===== src/rtl/rt_pkg.sv =====
package rt_pkg;
  localparam int unsigned BYTE_W = 8;

  typedef enum logic [1:0] {
    RA_CTRL   = 2'd0,
    RA_STAT   = 2'd1,
    RA_CNT_LO = 2'd2,
    RA_CNT_HI = 2'd3
  } reg_addr_e;

  // control bit positions
  localparam int unsigned CB_RUN     = 0;
  localparam int unsigned CB_RESTART = 1;
  localparam int unsigned CB_CONT    = 2;
  localparam int unsigned CB_DIV_LO  = 3;
  localparam int unsigned CB_SRC_EV  = 5;
  localparam int unsigned CB_IRQ_EN  = 6;

  // divide ratio selected by the two-bit divider field: 4, 16, 64, 256
  function automatic int unsigned prescale_div(input logic [1:0] sel);
    return 32'd4 << (2 * sel);
  endfunction
endpackage


===== src/rtl/rt_prescaler.sv =====
module rt_prescaler
  import rt_pkg::*;
#(
  parameter int unsigned PRE_W = 8
) (
  input  logic       clk,
  input  logic       rst_n,
  input  logic       en,
  input  logic       clr,
  input  logic [1:0] sel,
  output logic       tick
);
  logic [PRE_W-1:0] phase_q;
  logic [PRE_W-1:0] mask;

  assign mask = PRE_W'(prescale_div(sel) - 1);
  assign tick = en && ((phase_q & mask) == mask);

  always_ff @(posedge clk or negedge rst_n) begin
    if (!rst_n)      phase_q <= '0;
    else if (clr)    phase_q <= '0;
    else if (tick)   phase_q <= '0;
    else if (en)     phase_q <= phase_q + 1'b1;
  end
endmodule


===== src/rtl/rt_event_sync.sv =====
module rt_event_sync #(
  parameter int unsigned SYNC_STAGES = 2,
  parameter int unsigned LATENCY     = 5
) (
  input  logic clk,
  input  logic rst_n,
  input  logic pin,
  output logic tick
);
  // one stage for the edge history, the rest pad out to the total latency
  localparam int unsigned DLY = LATENCY - SYNC_STAGES - 1;

  logic [SYNC_STAGES:0] shift_q;
  logic [DLY-1:0]       dly_q;
  logic                 rise;

  assign rise = shift_q[SYNC_STAGES-1] & ~shift_q[SYNC_STAGES];

  always_ff @(posedge clk or negedge rst_n) begin
    if (!rst_n) begin
      shift_q <= '0;
      dly_q   <= '0;
    end else begin
      shift_q <= {shift_q[SYNC_STAGES-1:0], pin};
      dly_q[0] <= rise;
      for (int i = 1; i < DLY; i++) dly_q[i] <= dly_q[i-1];
    end
  end

  assign tick = dly_q[DLY-1];
endmodule


===== src/rtl/rt_count_core.sv =====
module rt_count_core #(
  parameter int unsigned CNT_W = 16
) (
  input  logic             clk,
  input  logic             rst_n,
  input  logic             tick,
  input  logic             load,
  input  logic             cont,
  input  logic [CNT_W-1:0] reload,
  output logic [CNT_W-1:0] count,
  output logic             term_evt
);
  function automatic logic at_terminal(input logic [CNT_W-1:0] c);
    return c <= CNT_W'(1);
  endfunction

  assign term_evt = tick && !load && at_terminal(count);

  always_ff @(posedge clk or negedge rst_n) begin
    if (!rst_n)        count <= '0;
    else if (load)     count <= reload;
    else if (term_evt) count <= cont ? reload : '0;
    else if (tick)     count <= count - 1'b1;
  end
endmodule


===== src/rtl/reload_timer.sv =====
module reload_timer
  import rt_pkg::*;
#(
  parameter int unsigned DATA_W     = BYTE_W,
  parameter int unsigned PRE_W      = 8,
  parameter int unsigned EV_LATENCY = 5
) (
  input  logic              clk,
  input  logic              rst_n,
  input  logic [1:0]        addr,
  input  logic              wr_en,
  input  logic [DATA_W-1:0] wr_data,
  input  logic              rd_en,
  output logic [DATA_W-1:0] rd_data,
  input  logic              ev_pin,
  output logic              irq_o
);
  localparam int unsigned CNT_W = 2 * DATA_W;

  logic              run_q, cont_q, src_ev_q, irq_en_q;
  logic [1:0]        div_sel_q;
  logic              restart_pend;
  logic [DATA_W-1:0] reload_lo_q, reload_hi_q, hi_snap_q;
  logic              eoc_flag;
  logic [CNT_W-1:0]  reload_val, count;

  // named internal events
  logic ctrl_wr, flag_clr_rd, pre_tick, ev_tick, tick, term_evt, pre_en;
  wire  unused_wbits = ^wr_data[DATA_W-1:CB_IRQ_EN+1];

  assign ctrl_wr     = wr_en && (addr == RA_CTRL);
  assign flag_clr_rd = rd_en && ((addr == RA_CTRL) || (addr == RA_STAT));
  assign reload_val  = {reload_hi_q, reload_lo_q};
  assign pre_en      = run_q && !src_ev_q && !restart_pend;
  assign tick        = run_q && (src_ev_q ? ev_tick : pre_tick);
  assign irq_o       = eoc_flag & irq_en_q;

  rt_prescaler #(.PRE_W(PRE_W)) pre_i (
    .clk(clk), .rst_n(rst_n), .en(pre_en), .clr(restart_pend),
    .sel(div_sel_q), .tick(pre_tick)
  );

  rt_event_sync #(.SYNC_STAGES(2), .LATENCY(EV_LATENCY)) evs_i (
    .clk(clk), .rst_n(rst_n), .pin(ev_pin), .tick(ev_tick)
  );

  rt_count_core #(.CNT_W(CNT_W)) core_i (
    .clk(clk), .rst_n(rst_n), .tick(tick), .load(restart_pend),
    .cont(cont_q), .reload(reload_val), .count(count), .term_evt(term_evt)
  );

  // control register and restart request
  always_ff @(posedge clk or negedge rst_n) begin
    if (!rst_n) begin
      run_q        <= 1'b0;
      cont_q       <= 1'b0;
      src_ev_q     <= 1'b0;
      irq_en_q     <= 1'b0;
      div_sel_q    <= '0;
      restart_pend <= 1'b0;
    end else begin
      restart_pend <= ctrl_wr && wr_data[CB_RESTART];
      if (term_evt && !cont_q) run_q <= 1'b0;
      if (ctrl_wr) begin
        run_q     <= wr_data[CB_RUN];
        cont_q    <= wr_data[CB_CONT];
        div_sel_q <= wr_data[CB_DIV_LO +: 2];
        src_ev_q  <= wr_data[CB_SRC_EV];
        irq_en_q  <= wr_data[CB_IRQ_EN];
      end
    end
  end

  // reload bytes (write side of the shared count addresses)
  always_ff @(posedge clk or negedge rst_n) begin
    if (!rst_n) begin
      reload_lo_q <= '0;
      reload_hi_q <= '0;
    end else if (wr_en) begin
      if (addr == RA_CNT_LO) reload_lo_q <= wr_data;
      if (addr == RA_CNT_HI) reload_hi_q <= wr_data;
    end
  end

  // sticky end-of-count flag and the high-byte snapshot
  always_ff @(posedge clk or negedge rst_n) begin
    if (!rst_n) begin
      eoc_flag  <= 1'b0;
      hi_snap_q <= '0;
    end else begin
      if (term_evt)         eoc_flag <= 1'b1;
      else if (flag_clr_rd) eoc_flag <= 1'b0;
      if (rd_en && (addr == RA_CNT_LO)) hi_snap_q <= count[CNT_W-1:DATA_W];
    end
  end

  always_comb begin
    rd_data = '0;
    unique case (addr)
      RA_CTRL: begin
        rd_data[CB_RUN]          = run_q;
        rd_data[CB_CONT]         = cont_q;
        rd_data[CB_DIV_LO +: 2]  = div_sel_q;
        rd_data[CB_SRC_EV]       = src_ev_q;
        rd_data[CB_IRQ_EN]       = irq_en_q;
      end
      RA_STAT:   rd_data[0] = eoc_flag;
      RA_CNT_LO: rd_data    = count[DATA_W-1:0];
      RA_CNT_HI: rd_data    = hi_snap_q;
      default:   rd_data    = '0;
    endcase
  end
endmodule


===== config.mk =====
export PLATFORM = sky130hd
export DESIGN_NAME = reload_timer
export DESIGN_NICKNAME = d
export VERILOG_FILES = /design/src/rtl/rt_pkg.sv /design/src/rtl/rt_prescaler.sv /design/src/rtl/rt_event_sync.sv /design/src/rtl/rt_count_core.sv /design/src/rtl/reload_timer.sv
export SDC_FILE = /design/constraint.sdc
export NUM_CORES = 1
export LEC_CHECK = 0
export BUFFER_PORTS_ARGS = -buffer_cell sky130_fd_sc_hd__clkbuf_2
export CAP_MARGIN = 20
export CORE_ASPECT_RATIO = 0.7
export CORE_MARGIN = 4
export CORE_UTILIZATION = 40
export CTS_CLUSTER_DIAMETER = 200
export DETAILED_ROUTE_END_ITERATION = 16
export SYNTH_ARGS = -nofsm -noshare
export SYNTH_HDL_FRONTEND = slang
export SYNTH_SLANG_ARGS = --single-unit

===== constraint.sdc =====
create_clock -name clk -period 2.8 [get_ports clk]
set_input_delay 0 -clock clk [delete_from_list [all_inputs] [get_ports clk]]
set_output_delay 0 -clock clk [all_outputs]
set_load 0.1 [all_outputs]

Word-level counts from Yosys, hierarchy flattened
Cells that the tools add are included.
Storage, ports and cells
  input bits: 15
  output and inout bits: 9
  flip-flop bits (word level): 61
Operators by class
  reductions and logical operators: 22
  $lt $le $gt $ge: 1
  shift-type cells: 1
  equal/unequal tests: 4
  bitwise operators: 4
  $add $sub $neg: 3
  multiplexer cells: 16
Operators with widths (number)
  two-way mux 16 bit: 4
  two-way mux 8 bit: 3
  <= comparator 16 x 1 -> 1 bit (second input constant): 1
  subtractor 16 x 1 -> 16 bit (second input constant): 1
  case mux 5 bit (3 select lines): 1
  logical AND 1 bit: 11
  adder 8 x 1 -> 8 bit (second input constant): 1
  bitwise AND 8 bit: 1
  == test 8 bit: 1
  left shift 3 x 3 -> 8 bit (first input constant): 1
  subtractor 8 x 1 -> 8 bit (second input constant): 1
  nonzero test 3 bit: 2
  two-way mux 1 bit: 5
  == test 2 bit (second input constant): 2
  case mux 1 bit (2 select lines): 2
  case mux 1 bit (4 select lines): 1
  AND reduction 2 bit: 2
  nonzero test 2 bit: 2
  logical NOT 1 bit: 3
  bitwise AND 1 bit: 2
  == test 2 x 1 -> 1 bit (second input constant): 1
  logical NOT 2 bit: 1
  logical OR 1 bit: 1
  inverter 1 bit: 1

Logic depth before layout (Yosys ltp)
  depth in word-level cells: 12
  gate-level depth with buffers: 9
  mapped depth without buffers: 8

Modules after synthesis
A second synthesis with hierarchy kept.
Second synthesis, totals
  cells, all modules: 260
  area total of the unflattened synthesis: 3099.2 sq um
By module, submodules not included
  reload_timer: area an instance 1446.4 sq um, seq. area each 800.8 sq um, instances 1, cells each 95
  rt_count_core: area an instance 1039.7 sq um, seq. area each 400.4 sq um, instances 1, cells each 109
  rt_prescaler: area an instance 474.2 sq um, seq. area each 200.2 sq um, instances 1, cells each 50
  rt_event_sync: area an instance 138.9 sq um, seq. area each 125.1 sq um, instances 1, cells each 6

Worst setup path after synthesis
No wires, ideal clock.
  path type: reg2reg
  from: reg core_i.count[0]
  to: reg core_i.count[6]
  slack: 0.703 ns
  clock period less this slack: 2.097 ns
  data arrival time: 1.977 ns
  data required time: 2.680 ns
  stages on the path, launching flop included: 9
  path buffers: 1
  cell sequence: dfrtp_1 > inv_1 > ha_1 > o2111a_1 > and2_1 > buf_2 > a31o_2 > a32o_1 > a31o_2
Between the ends
  longest elaborated chain between the ends: 4
  elaborated cells between the ends (all ways): 7
  those cells by class: 1 x add/sub; 1 x order compare; 3 x mux; 2 x reduce/logical
Ends and longest elaborated chain
  from (decl): line rt_count_core.sv:10  | output logic [CNT_W-1:0] count,
  from (signal assigned): line rt_count_core.sv:21  | else if (load) count <= reload;
  from (signal assigned): line rt_count_core.sv:22  | else if (term_evt) count <= cont ? reload : '0;
  from (signal assigned): line rt_count_core.sv:23  | else if (tick) count <= count - 1'b1;
  subtractor 16 x 1 -> 16 bit / <= comparator 16 x 1 -> 1 bit (equally long branches): line rt_count_core.sv:23, rt_count_core.sv:14
  two-way mux 16 bit / logical AND 1 bit (equally long branches): line rt_count_core.sv:23, rt_count_core.sv:17
  two-way mux 16 bit: line rt_count_core.sv:22
  two-way mux 16 bit: line rt_count_core.sv:21
Parallel ways exist; a longest one is shown, timed or not. The select of a mux whose other input is x is not followed.
A chain may end at the register's enable or synchronous reset.

Worst setup path after layout
  from: reg core_i.count[0]
  to: reg core_i.count[12]
Same word-level chain as after synthesis.

==> impl.org <==
** Clock network
- Maximum count of clock buffers along a single path :: 2
- For this design, the CTS-stage hold fixing added 11 buffers.
- H-Tree Depth :: 3
- Sink count of the clock tree :: 61
- Post-CTS setup buffers :: 0
- Gates resized during post-CTS repair numbered 0.
- Later-pin clock latency in the skew report :: 0.33 ns
- Clock tree from TritonCTS :: yes
- Clock-pin slew was measured on the worst setup and hold paths at 0.05 ns.
- Inserted Clock Buffers :: 9
- In this run the clock root is driven by a sky130_fd_sc_hd__clkbuf_16.

** Layout
- Relative to the synthesized area, the layout overhead comes to 19.83%.
- Total non-filler cell area in the finished layout :: 0.003834 mm^2
- The repair_antennas step left the layout with diodes totalling 0.
- Area occupied by multi-input gates :: 0.001580 mm^2
- Total of fill cells in the finished design :: 691
- Ratio of cells with drive above 1 in the final layout :: 0.2579
- Storage element area :: 0.001526 mm^2
- Count of non-filler cells in the finished layout :: 447
- The final layout contains 364 nets.

** Placement
- Port buffering added 23 buffers.
- Routability-driven placement finished with a final weighted congestion of 0.9501.
- Placed Cells incl. Taps :: 422
- Post-DP HPWL :: 6.320 mm
- DP Area :: 0.003435 mm^2

** Global routing
- Global-route wire length before repair :: 14.46 mm
- The number of antenna violations at the first check in global routing came to 0.
- Remaining global-route overflow :: 0
- The number of global-route vias before repair is 2553.
- Entering global routing, the biggest net connects 37 pins.
- Overall routing resource usage :: 0.2017

** Worst setup path
- The largest single stage delay on the critical path is 0.46 ns.
- The critical path is of the register to register type.
- Required time of the critical path :: 3.02 ns
- On the critical path, the stage with the largest delay is an instance of sky130_fd_sc_hd__dfrtp_1.
- Data arrives at the worst endpoint at 2.62 ns.
- Type of origin of the critical path :: register
- Largest fanout of any net on the critical path :: 6
- Worst-path cell chain :: inv_1 -> ha_1 -> nor3b_2 -> nand2_4 -> nor3_1 -> a21oi_1 -> o211a_1 -> a221o_1
- STA classifies the critical path endpoint as a register.

** Synth
- The most used flip-flop cell after synthesis is sky130_fd_sc_hd__dfrtp_1.
- Seq/Total Area, Yosys :: 0.4771
- Dividing the synthesized area by the synthesized cell count gives 10.39 um^2.
- Ranking of synthesized cells by instance count :: sky130_fd_sc_hd__dfrtp_1 (61), sky130_fd_sc_hd__mux2_2 (32), sky130_fd_sc_hd__nand2_1 (32), sky130_fd_sc_hd__o21ai_0 (25), sky130_fd_sc_hd__nor2_1 (16)
- Synthesis instantiated 54 different standard cells from the library.
- Synthesized area :: 0.003199 mm^2
- The synthesized design spends more area on one cell type than any other, namely sky130_fd_sc_hd__dfrtp_1.
- By area the synthesized netlist is led by sky130_fd_sc_hd__dfrtp_1 (48%), sky130_fd_sc_hd__mux2_2 (11%), sky130_fd_sc_hd__o21ai_0 (3.9%), sky130_fd_sc_hd__nand2_1 (3.8%), sky130_fd_sc_hd__a21oi_1 (2.2%).
- Yosys synthesis warning count :: 0
- In this run, synthesis produced a sequential element count of 61.
- Post-synthesis net count :: 326
- Of the post-synthesis cell area, the dominant cell type holds 0.4771.
- Synthesis handed over a netlist of 308 instances.
- Counting flops with a built-in enable in the synthesized netlist gives 0.
- sky130_fd_sc_hd__dfrtp_1 is the most common cell in the netlist.
- Async set or reset register ratio after synthesis :: 1.000

** Detailed routing
- Detail-routed via count per cell :: 5.837
- Remaining number of nets flagged by the antenna check after routing :: 0
- Drc violations :: 0
- The final route contains 2609 vias.
- In this run, the number of DRC markers left after iteration 0 of detailed routing was 262.
- Post-detailed-routing wire length :: 8.993 mm
- Dividing the detail-routed wire length by the instance count gives 20.12 um.
- The first detailed-routing pass ran for 5 iterations.

** STA
- Final worst clock skew :: 0.005410 ns
- Final hold analysis gives a worst-case slack of 0.2018 ns.
- Achievable Freq :: 415.4 MHz
- Worst-margin pin slew :: 0.9008 ns
- Subtracting the final worst setup slack from the clock period gives 2.407 ns.
- In the final timing run, aggregate negative setup slack is 0 ns.
- Setup violations remaining at the end of the flow were counted as 0.
- Of the available clock period, the critical path in the final layout requires 0.8597.
- Remaining max-slew budget at the tightest pin :: 0.3995
- The hold violation total from the final report came to 0.
- The final number of max-transition violations was 0.
- RSZ-0062 raised after global routing :: false

** Run status
- The run finished with clean final reports.

** Flow run
- The tool flagged a number of max-cap violations equal to 0.

** Worst hold path
- Classification of the worst-slack hold path :: input port to register

** Floorplan
- Die width :: 114.9 um
- Area of the core :: 0.007547 mm^2
- Placement row count :: 26
- The floorplan step set the die height to 82.83 um.
- Floorplan die area :: 0.009516 mm^2
- For this design the top-level I/O count stands at 24.
- For this configuration, the core starts out at a cell density of 0.4239.

** Pwr
- Pwr per Cell Area :: 949.8 mW/mm^2
- Peak VDD IR :: 0.5518 mV
- Leakage component of the power :: 1.645 nW
where the power goes:
| group | internal [mW] | switching (mW) | leakage, nW | total, mW |
|---|---|---|---|---|
| clock | 0.700 | 0.384 | 0.136 | 1.08 |
| sequential | 1.11 | 0.367 | 0.761 | 1.48 |
| combinational | 0.423 | 0.656 | 0.747 | 1.08 |
| total | 2.23 | 1.41 | 1.65 | 3.64 |
layout make-up:
| cell class | count | share of cell area |
|---|---|---|
| clock inverters | 4 | 0.01305 |
| flip-flops and latches | 61 | 0.3982 |
| inverters | 8 | 0.007833 |
| clock buffers | 10 | 0.06234 |
| multi-input cells | 224 | 0.4122 |
| well taps | 98 | 0.03198 |
| repair buffers | 42 | 0.07441 |
cell families after synthesis:
family	after synthesis	synth area share
adders and majority gates	3	0.01173
and+or+nand+nor	100	0.1709
xor gates and xnor gates	5	0.01369
DFF	61	0.4771
muxes	37	0.1322
AOI/OAI and AO/OA	79	0.1654
buffers and inverters	23	0.02894
per-layer routing:
| metal | global-route usage | part of all wire |
|---|---|---|
| met4 | 0.06077 | 0.013 |
| met5 | 0 | 0 |
| met2 | 0.2584 | 0.39 |
| met1 | 0.3223 | 0.53 |
| met3 | 0.05596 | 0.074 |
worst max-delay path, delay by kind of cell, from the launching register on:
kind	cells	cell delay [ns]
AND/OR/NAND/NOR	3	0.85
AO/OA/AOI/OAI	3	0.59
flip-flops	1	0.46
adder cells (fa/ha/maj)	1	0.27
buffers and inverters	1	0.12
placed cells by master, fill, tap and decap left out, types with 3 or more instances in the layout:
master / instances
sky130_fd_sc_hd__a21oi_1: 14
sky130_fd_sc_hd__a22o_1: 5
sky130_fd_sc_hd__a22oi_1: 4
sky130_fd_sc_hd__a31o_2: 3
sky130_fd_sc_hd__and2_1: 5
sky130_fd_sc_hd__and3_1: 3
sky130_fd_sc_hd__buf_4: 8
sky130_fd_sc_hd__clkbuf_16: 9
sky130_fd_sc_hd__clkbuf_2: 23
sky130_fd_sc_hd__dfrtp_1: 61
sky130_fd_sc_hd__dlygate4sd3_1: 11
sky130_fd_sc_hd__ha_1: 3
sky130_fd_sc_hd__inv_1: 8
sky130_fd_sc_hd__mux2_2: 32
sky130_fd_sc_hd__mux2i_1: 4
sky130_fd_sc_hd__nand2_1: 32
sky130_fd_sc_hd__nand2b_1: 4
sky130_fd_sc_hd__nand3_1: 5
sky130_fd_sc_hd__nand3b_1: 3
sky130_fd_sc_hd__nor2_1: 16
sky130_fd_sc_hd__nor2b_1: 5
sky130_fd_sc_hd__nor3_1: 12
sky130_fd_sc_hd__nor4_1: 6
sky130_fd_sc_hd__o21ai_0: 25
sky130_fd_sc_hd__o22ai_1: 3
sky130_fd_sc_hd__xor2_1: 4
per-stage QoR:
| stage | setup WS (ns) | power [mW] | util |
|---|---|---|---|
| 6_report | 0.3929 | 3.641 | 0.5080 |
| 5_1_grt | 0.1509 | 3.835 | 0.5080 |
| 4_1_cts | 0.4297 | 3.642 | 0.5080 |
| 3_5_place_dp | 0.4330 | 2.532 | 0.4551 |
| 3_3_place_gp | 0.5284 | 2.522 | 0.4551 |
| 2_1_floorplan | 0.7030 | 2.203 | - |
worst paths after layout:
kind                                             startpoint                      endpoint  slack [ns]  cells past startpoint
worst max-delay path            core_i.count[0]$_DFFE_PN0P_  core_i.count[12]$_DFFE_PN0P_        0.39                      8
worst min-delay path                                addr[1]          eoc_flag$_DFFE_PN0P_        0.20                      3
worst max register to register  core_i.count[0]$_DFFE_PN0P_  core_i.count[12]$_DFFE_PN0P_        0.39                      8
worst min register to register   evs_i.shift_q[0]$_DFF_PN0_    evs_i.shift_q[1]$_DFF_PN0_        0.34                      0
max in group asynchronous                             rst_n      hi_snap_q[0]$_DFFE_PN0P_        1.70                      3
min in group asynchronous                             rst_n      div_sel_q[1]$_DFFE_PN0P_        0.33                      2
state kept, by name, summed over array words and instances (netlist names):
name	cells
reload_lo_q	8
irq_en_q	1
evs_i.dly_q	2
div_sel_q	2
src_ev_q	1
run_q	1
evs_i.shift_q	3
pre_i.phase_q	8
eoc_flag	1
hi_snap_q	8
restart_pend	1
reload_hi_q	8
core_i.count	16
cont_q	1
Note: power is estimated with default switching activity, not from simulation.
